[src/rtl/blit_engine.sv]
module blit_engine #(
  parameter int AW = 24
) (
  input  logic          clk,
  input  logic          rst_n,
  input  logic          reg_we,
  input  logic [4:0]    reg_addr,
  input  logic [31:0]   reg_wdata,
  output logic [31:0]   reg_rdata,
  output logic          mem_req,
  output logic          mem_we,
  output logic [AW-1:0] mem_addr,
  output logic [15:0]   mem_wdata,
  input  logic [15:0]   mem_rdata,
  input  logic          mem_ack,
  output logic          busy,
  output logic          hog_req
);
  localparam logic [4:0] A_SA = 5'd16, A_SXI = 5'd17, A_SYI = 5'd18, A_DA = 5'd19,
                         A_DXI = 5'd20, A_DYI = 5'd21, A_XC = 5'd22, A_YC = 5'd23,
                         A_M1 = 5'd24, A_M2 = 5'd25, A_M3 = 5'd26, A_OP = 5'd27,
                         A_CTL = 5'd28, A_SH = 5'd29;
  localparam int PADW = 32 - AW;

  typedef enum logic [2:0] {S_IDLE, S_GO, S_FX, S_SRC, S_DRD, S_WR} st_t;

  st_t st;
  logic [15:0] ht [16];
  logic [AW-1:0] sa, da;
  logic [15:0] sxi, syi, dxi, dyi, xcnt, ycnt, xrem, m1, m2, m3;
  logic [1:0] hop;
  logic [3:0] lop, lnum, skew;
  logic hog, smudge, fxsr, nfsr, first, srd;
  logic [31:0] sbuf;
  logic [15:0] dreg, pat, res;

  wire last   = (xrem == 16'd1);
  wire d_used = (lop[3] ^ lop[2]) | (lop[1] ^ lop[0]);
  wire s_used = hop[1] | smudge;

  function automatic logic [AW-1:0] stepv(input logic [15:0] v);
    return {{(AW-16){v[15]}}, v[15:1], 1'b0};
  endfunction

  function automatic logic [15:0] pick_mask(input logic f, input logic l);
    return f ? m1 : (l ? m3 : m2);
  endfunction

  function automatic st_t after_src(input logic f, input logic l);
    return (d_used || pick_mask(f, l) != 16'hffff) ? S_DRD : S_WR;
  endfunction

  function automatic st_t after_fx(input logic f, input logic l);
    return (s_used && !(l && nfsr)) ? S_SRC : after_src(f, l);
  endfunction

  function automatic st_t word_entry(input logic f, input logic l);
    return (f && fxsr && s_used) ? S_FX : after_fx(f, l);
  endfunction

  wire [31:0] shv = sbuf >> skew;
  wire [15:0] sw  = shv[15:0];
  wire [15:0] htw = ht[smudge ? sw[3:0] : lnum];
  wire [15:0] cm  = pick_mask(first, last);

  always_comb begin
    case (hop)
      2'd0: pat = 16'hffff;
      2'd1: pat = htw;
      2'd2: pat = sw;
      default: pat = sw & htw;
    endcase
    for (int i = 0; i < 16; i++) res[i] = lop[{~pat[i], ~dreg[i]}];
  end

  assign busy      = (st != S_IDLE);
  assign hog_req   = busy & hog;
  assign mem_req   = busy && (st != S_GO);
  assign mem_we    = (st == S_WR);
  assign mem_addr  = (st == S_FX || st == S_SRC) ? sa : da;
  assign mem_wdata = (res & cm) | (dreg & ~cm);

  always_comb begin
    reg_rdata = '0;
    if (!reg_addr[4]) reg_rdata = {16'd0, ht[reg_addr[3:0]]};
    else case (reg_addr)
      A_SA:  reg_rdata = {{PADW{1'b0}}, sa};
      A_SXI: reg_rdata = {16'd0, sxi};
      A_SYI: reg_rdata = {16'd0, syi};
      A_DA:  reg_rdata = {{PADW{1'b0}}, da};
      A_DXI: reg_rdata = {16'd0, dxi};
      A_DYI: reg_rdata = {16'd0, dyi};
      A_XC:  reg_rdata = {16'd0, xcnt};
      A_YC:  reg_rdata = {16'd0, ycnt};
      A_M1:  reg_rdata = {16'd0, m1};
      A_M2:  reg_rdata = {16'd0, m2};
      A_M3:  reg_rdata = {16'd0, m3};
      A_OP:  reg_rdata = {26'd0, hop, lop};
      A_CTL: reg_rdata = {24'd0, busy, hog, smudge, 1'b0, lnum};
      A_SH:  reg_rdata = {24'd0, fxsr, nfsr, 2'b00, skew};
      default: reg_rdata = '0;
    endcase
  end

  always_ff @(posedge clk) begin
    if (!rst_n) begin
      st <= S_IDLE;
      for (int i = 0; i < 16; i++) ht[i] <= '0;
      sa <= '0; da <= '0;
      sxi <= '0; syi <= '0; dxi <= '0; dyi <= '0;
      xcnt <= '0; ycnt <= '0; xrem <= '0;
      m1 <= '0; m2 <= '0; m3 <= '0;
      hop <= '0; lop <= '0; lnum <= '0; skew <= '0;
      hog <= 1'b0; smudge <= 1'b0; fxsr <= 1'b0; nfsr <= 1'b0;
      first <= 1'b0; srd <= 1'b0; sbuf <= '0; dreg <= '0;
    end else begin
      case (st)
        S_IDLE: if (reg_we) begin
          if (!reg_addr[4]) ht[reg_addr[3:0]] <= reg_wdata[15:0];
          else case (reg_addr)
            A_SA:  sa   <= {reg_wdata[AW-1:1], 1'b0};
            A_SXI: sxi  <= {reg_wdata[15:1], 1'b0};
            A_SYI: syi  <= {reg_wdata[15:1], 1'b0};
            A_DA:  da   <= {reg_wdata[AW-1:1], 1'b0};
            A_DXI: dxi  <= {reg_wdata[15:1], 1'b0};
            A_DYI: dyi  <= {reg_wdata[15:1], 1'b0};
            A_XC:  xcnt <= reg_wdata[15:0];
            A_YC:  ycnt <= reg_wdata[15:0];
            A_M1:  m1   <= reg_wdata[15:0];
            A_M2:  m2   <= reg_wdata[15:0];
            A_M3:  m3   <= reg_wdata[15:0];
            A_OP:  begin hop <= reg_wdata[5:4]; lop <= reg_wdata[3:0]; end
            A_CTL: begin
              hog    <= reg_wdata[6];
              smudge <= reg_wdata[5];
              lnum   <= reg_wdata[3:0];
              if (reg_wdata[7]) begin
                st    <= S_GO;
                first <= 1'b1;
                xrem  <= xcnt;
                sbuf  <= '0;
                dreg  <= '0;
                srd   <= 1'b0;
              end
            end
            A_SH:  begin fxsr <= reg_wdata[7]; nfsr <= reg_wdata[6]; skew <= reg_wdata[3:0]; end
            default: ;
          endcase
        end
        S_GO: st <= word_entry(first, last);
        S_FX: if (mem_ack) begin
          sbuf <= {sbuf[15:0], mem_rdata};
          sa   <= sa + stepv(sxi);
          st   <= after_fx(first, last);
        end
        S_SRC: if (mem_ack) begin
          sbuf <= {sbuf[15:0], mem_rdata};
          sa   <= sa + stepv(last ? syi : sxi);
          srd  <= 1'b1;
          st   <= after_src(first, last);
        end
        S_DRD: if (mem_ack) begin
          dreg <= mem_rdata;
          st   <= S_WR;
        end
        S_WR: if (mem_ack) begin
          srd  <= 1'b0;
          dreg <= '0;
          if (last && !srd) sa <= sa + stepv(syi);
          if (last) begin
            da    <= da + stepv(dyi);
            lnum  <= dyi[15] ? lnum - 4'd1 : lnum + 4'd1;
            ycnt  <= ycnt - 16'd1;
            xrem  <= xcnt;
            first <= 1'b1;
            st    <= (ycnt == 16'd1) ? S_IDLE : word_entry(1'b1, xcnt == 16'd1);
          end else begin
            da    <= da + stepv(dxi);
            xrem  <= xrem - 16'd1;
            first <= 1'b0;
            st    <= word_entry(1'b0, xrem == 16'd2);
          end
        end
        default: st <= S_IDLE;
      endcase
    end
  end
endmodule

[config.mk]
export PLATFORM = sky130hd
export DESIGN_NAME = blit_engine
export DESIGN_NICKNAME = d
export VERILOG_FILES = /design/src/rtl/blit_engine.sv
export SDC_FILE = /design/constraint.sdc
export NUM_CORES = 2
export LEC_CHECK = 0
export BUFFER_PORTS_ARGS = -buffer_cell sky130_fd_sc_hd__buf_2
export CORE_ASPECT_RATIO = 0.9
export CORE_UTILIZATION = 30
export CTS_BUF_LIST = sky130_fd_sc_hd__clkbuf_8
export DETAILED_ROUTE_END_ITERATION = 10
export SYNTH_ARGS = -nofsm -noshare
export SYNTH_HDL_FRONTEND = slang
export SYNTH_SLANG_ARGS = --single-unit
[constraint.sdc]
create_clock -name clk -period 6.85 [get_ports clk]
set_input_delay 1.0275 -clock clk [delete_from_list [all_inputs] [get_ports clk]]
set_output_delay 1.0275 -clock clk [all_outputs]
set_load 0.05 [all_outputs]
==> run summary <==
The min-delay analysis places its worst path in the category register to register. The kind of critical path is register to output pin. By instance count, the leading cell after synthesis is nand2_1. The placeable core region is approximately 100000 µm². The mean post-synth cell area came out at between 9 and 10 µm².

The family of cells with the greatest summed delay on the critical path is compound AO/OA/AOI/OAI gates. The routed length per placed instance came out at 25.76 µm. The critical path contains buffers and inverters numbering 3 combined. The power density over cell area came out at 200.3 nW/µm². The final net count came out at between 3000 and 4000.

Setup repair after global routing left no endpoint under its margin. Among all flip-flop cells after synthesis, the most frequent one is dfxtp_1. Measured against its own limit, the worst slew margin works out to 0.1266. For this design the total switching power over the nets is 1.901 mW. The global-route wire length before repair came out at around 180 mm. The critical path goes through buf_4, mux4_2, mux2i_1, mux2i_1, mux2_2, buf_4, nand2b_1, o22ai_1, a211o_1, o211ai_1, o31ai_1, a22oi_1, buf_2. The unique cell type count in the Yosys netlist came out at 75. The relative contribution of sequential cells to total power is 0.482. The initial antenna violation count is 16. The met2 track demand over resource came out at 0.3263.

The horizontal extent of the die came out at 343.4 µm. The post-synth design cell area came out at 31480 µm². The delay contributed by the slowest stage of the critical path came out at just over 800 ps.

Max-cap violations in this run came to 0. The total power came out at 7.093 mW. The required arrival time at the worst endpoint is 5820 ps. The number of storage elements in the synthesis netlist came out at between 500 and 600. The total negative slack is 0 ps. The routing usage on met1 came out at 0.3270. Clock tree synthesis selected as its root buffer the cell clkbuf_8.

The buffer depth of the longest clock path is 3. Summed over all instances, the cell type with the most area after synthesis is edfxtp_1. The largest fanout on the critical path is 25. The layer with the highest usage is met1.

The starting DRC count in detailed routing came out at 4232. The clock-pin slew on the worst setup and hold paths is 60 ps. Across the VDD grid, the largest voltage drop is 0.1219 mV. The total count of hold-check failures in the final report came out at 0. TritonCTS built the clock tree. The signal arrival time at the worst endpoint came out at 5630 ps. The async set or reset register ratio after synthesis is 0. The worst setup path is captured at an output pin. After synthesis, the cell types taking the most area are edfxtp_1, dfxtp_1, mux4_2. The total vias in the final route is 28530.

The floorplan step defined a die boundary enclosing 106200 µm². The share of total power dissipated in combinational logic is 0.081. The first detailed-routing pass ran for 7 iterations. The proportion of power drawn by the clock network came out at 0.437. The number of sinks on the clock net is 528. The cell with the largest stage delay on the worst path is dfxtp_1. The H-tree depth is 3. The count of yosys warnings during synthesis came out at 0. The post-detailed-route count of antenna-violating nets is 0. The total congestion overflow came out at 0.

On the final layout, the worst clock skew is about 31 ps. The timing-limited maximum frequency is 0.1501 GHz. The gate count after technology mapping came out at about 3400.

By count the netlist is led by nand2_1, a21oi_1, dfxtp_1. The layout cell share with drive strength beyond 1 is 0.1616. The worst-margin pin slew came out at 1305 ps. The detail-routed via count per cell is 5.823. The number of flops mapped to enable cells by yosys came out at 256. The minimum period implied by the final worst setup slack is 6661 ps. The total wirelength of the detailed-routed design came out at 126.2 mm. The number of placement rows came out at 112. The proportion of netlist area held by the largest area contributor came out at 0.2442.

The total count of max-transition violations in the final report was 0. The worst-skew pair later-pin latency is ~730 ps. For this design the static power due to leakage is 13.10 nW.

The worst setup path is launched from a register. The internal reg-to-reg setup slack came out at a little over 800 ps. For this run, global-route usage on met3 was measured as 0.07574.

The run finished with clean final reports. The effective utilization at floorplan is 0.3031. The number of remaining DRC errors is 0. The maximum number of pins on one net before global-route repair is 107.

Cell internal power was estimated by the tool at about 5.2 mW. Routability-driven placement finished with a final weighted congestion of just under 1. The setup-violating endpoint count in the final report is 0.

The sequential share of the synthesized area is 0.4172. The overall routing resource usage came out at 0.2325. The number of hold-repair buffers added at the cts stage came out at 0.

The via count of the first global-routing pass came out at 26210. The CTS buffer count came out at 95. The wire-length estimate of the detail-placed layout is 85.98 mm. The relative area change from synthesis to final layout is 12.51%. From bottom edge to top edge, the die measures 309.3 µm. The fraction of power spent switching nets is 0.2680. The count of buffers added on input and output ports is ~120. The number of I/O pins came out at between 100 and 150.

Of the available clock period, the critical path in the final layout requires 0.9724.
[metrics by stage]
stage / utilization / area, µm² / std cells / hold WS [ps] / worst slack, ps
after CTS: 0.3409 / 35400 / 4895 / 460.3 / 275.9
after floorplan: - / 31510 / 3438 / 428.8 / 1859
after detailed placement: 0.3224 / 33470 / 4725 / 452.2 / 1004
after global placement: 0.3224 / 33470 / 4725 / 441.5 / 1017
after global routing: 0.3410 / 35410 / 4897 / 487.4 / 28.41
final: 0.3410 / 35410 / 4899 / 460.0 / 189.4
[what timing repair did]
item | CTS | global route
resized for setup | 0 | 2
setup endpoints to repair | 0 | 1
endpoints found under the hold margin | 0 | 0
setup buffers | 0 | 0
[final cells by class]
type / instances / area (µm²)
fillers: 10560 / 68430
multi-input cells: 2568 / 17100
flip-flops and latches: 528 / 13130
well taps: 1368 / 1712
clock buffers: 111 / 1528
repair buffers: 212 / 1346
clock inverters: 59 / 392.9
inverters: 49 / 191.4
diodes: 4 / 10.01
[cell families after synthesis]
kind of cell / synth area share
and+or+nand+nor: 0.2033
xor gates and xnor gates: 0.01212
adders and majority gates: 0.02218
AOI/OAI and AO/OA: 0.1640
DFF: 0.4172
buffers and inverters: 0.04452
muxes: 0.1365
other: 0.0001191
[power groups by stage]
stage | clock (mW) | combinational [mW] | sequential (mW)
after floorplan | 0 | 0.334 | 3.47
after global placement | 0 | 0.555 | 3.48
after detailed placement | 0 | 0.558 | 3.48
after CTS | 3.12 | 0.560 | 3.42
after global routing | 3.26 | 0.591 | 3.42
final | 3.10 | 0.575 | 3.42
[worst register-to-register path, stage by stage (launching register included)]
cell and delay (ps):
dfxtp_1 330, or3_1 440, or4_1 490, nor4bb_1 460
buf_4 220, and2_1 170, a31oi_2 90, buf_4 280
mux2_2 350, ha_1 220, fa_1 430, a21oi_1 330
o211ai_1 230, o21bai_1 320, a21oi_1 170, o221a_2 330
a221o_1 360, a31oi_1 230, xnor3_1 240, nand2_1 60
a31oi_1 80
[sequential cells by signal (all words and copies together), names as in the netlist, 3 cells and up]
name and cells:
sa 23, ycnt 16, da 23, m3 16
st 3, lnum 4, sxi 15, xrem 16
m1 16, ht 256, dxi 15, dreg 16
skew 4, syi 15, dyi 15, lop 4
xcnt 16, sbuf 31, m2 16
[worst paths after layout]
| path | cells after the start | endpoint | startpoint |
|---|---|---|---|
| worst max register to register | 20 | sa[23] | xrem[4] |
| worst min-delay path | 2 | sbuf[30] | sbuf[30] |
| worst max-delay path | 13 | mem_wdata[15] | skew[1] |
| worst min register to register | 2 | sbuf[30] | sbuf[30] |
[placed cells by master (no fill, tap or decap), types with 46 or more instances in the layout]
| cell type | instances |
|---|---|
| nand3_1 | 102 |
| clkbuf_8 | 111 |
| and2_1 | 249 |
| o21ai_0 | 122 |
| edfxtp_1 | 256 |
| nand2_1 | 649 |
| a22oi_1 | 52 |
| mux2_2 | 46 |
| mux4_2 | 126 |
| nor2_1 | 180 |
| mux2i_1 | 94 |
| buf_4 | 96 |
| a21oi_1 | 341 |
| ha_1 | 51 |
| buf_2 | 113 |
| dfxtp_1 | 271 |
| inv_1 | 72 |
[layer usage]
layer	vias up	part of all wire
li1	12520	-
met1	13900	0.42
met2	1831	0.41
met3	269	0.14
met4	8	0.040
met5	-	0.00036
(Power assumes the default switching activity.)
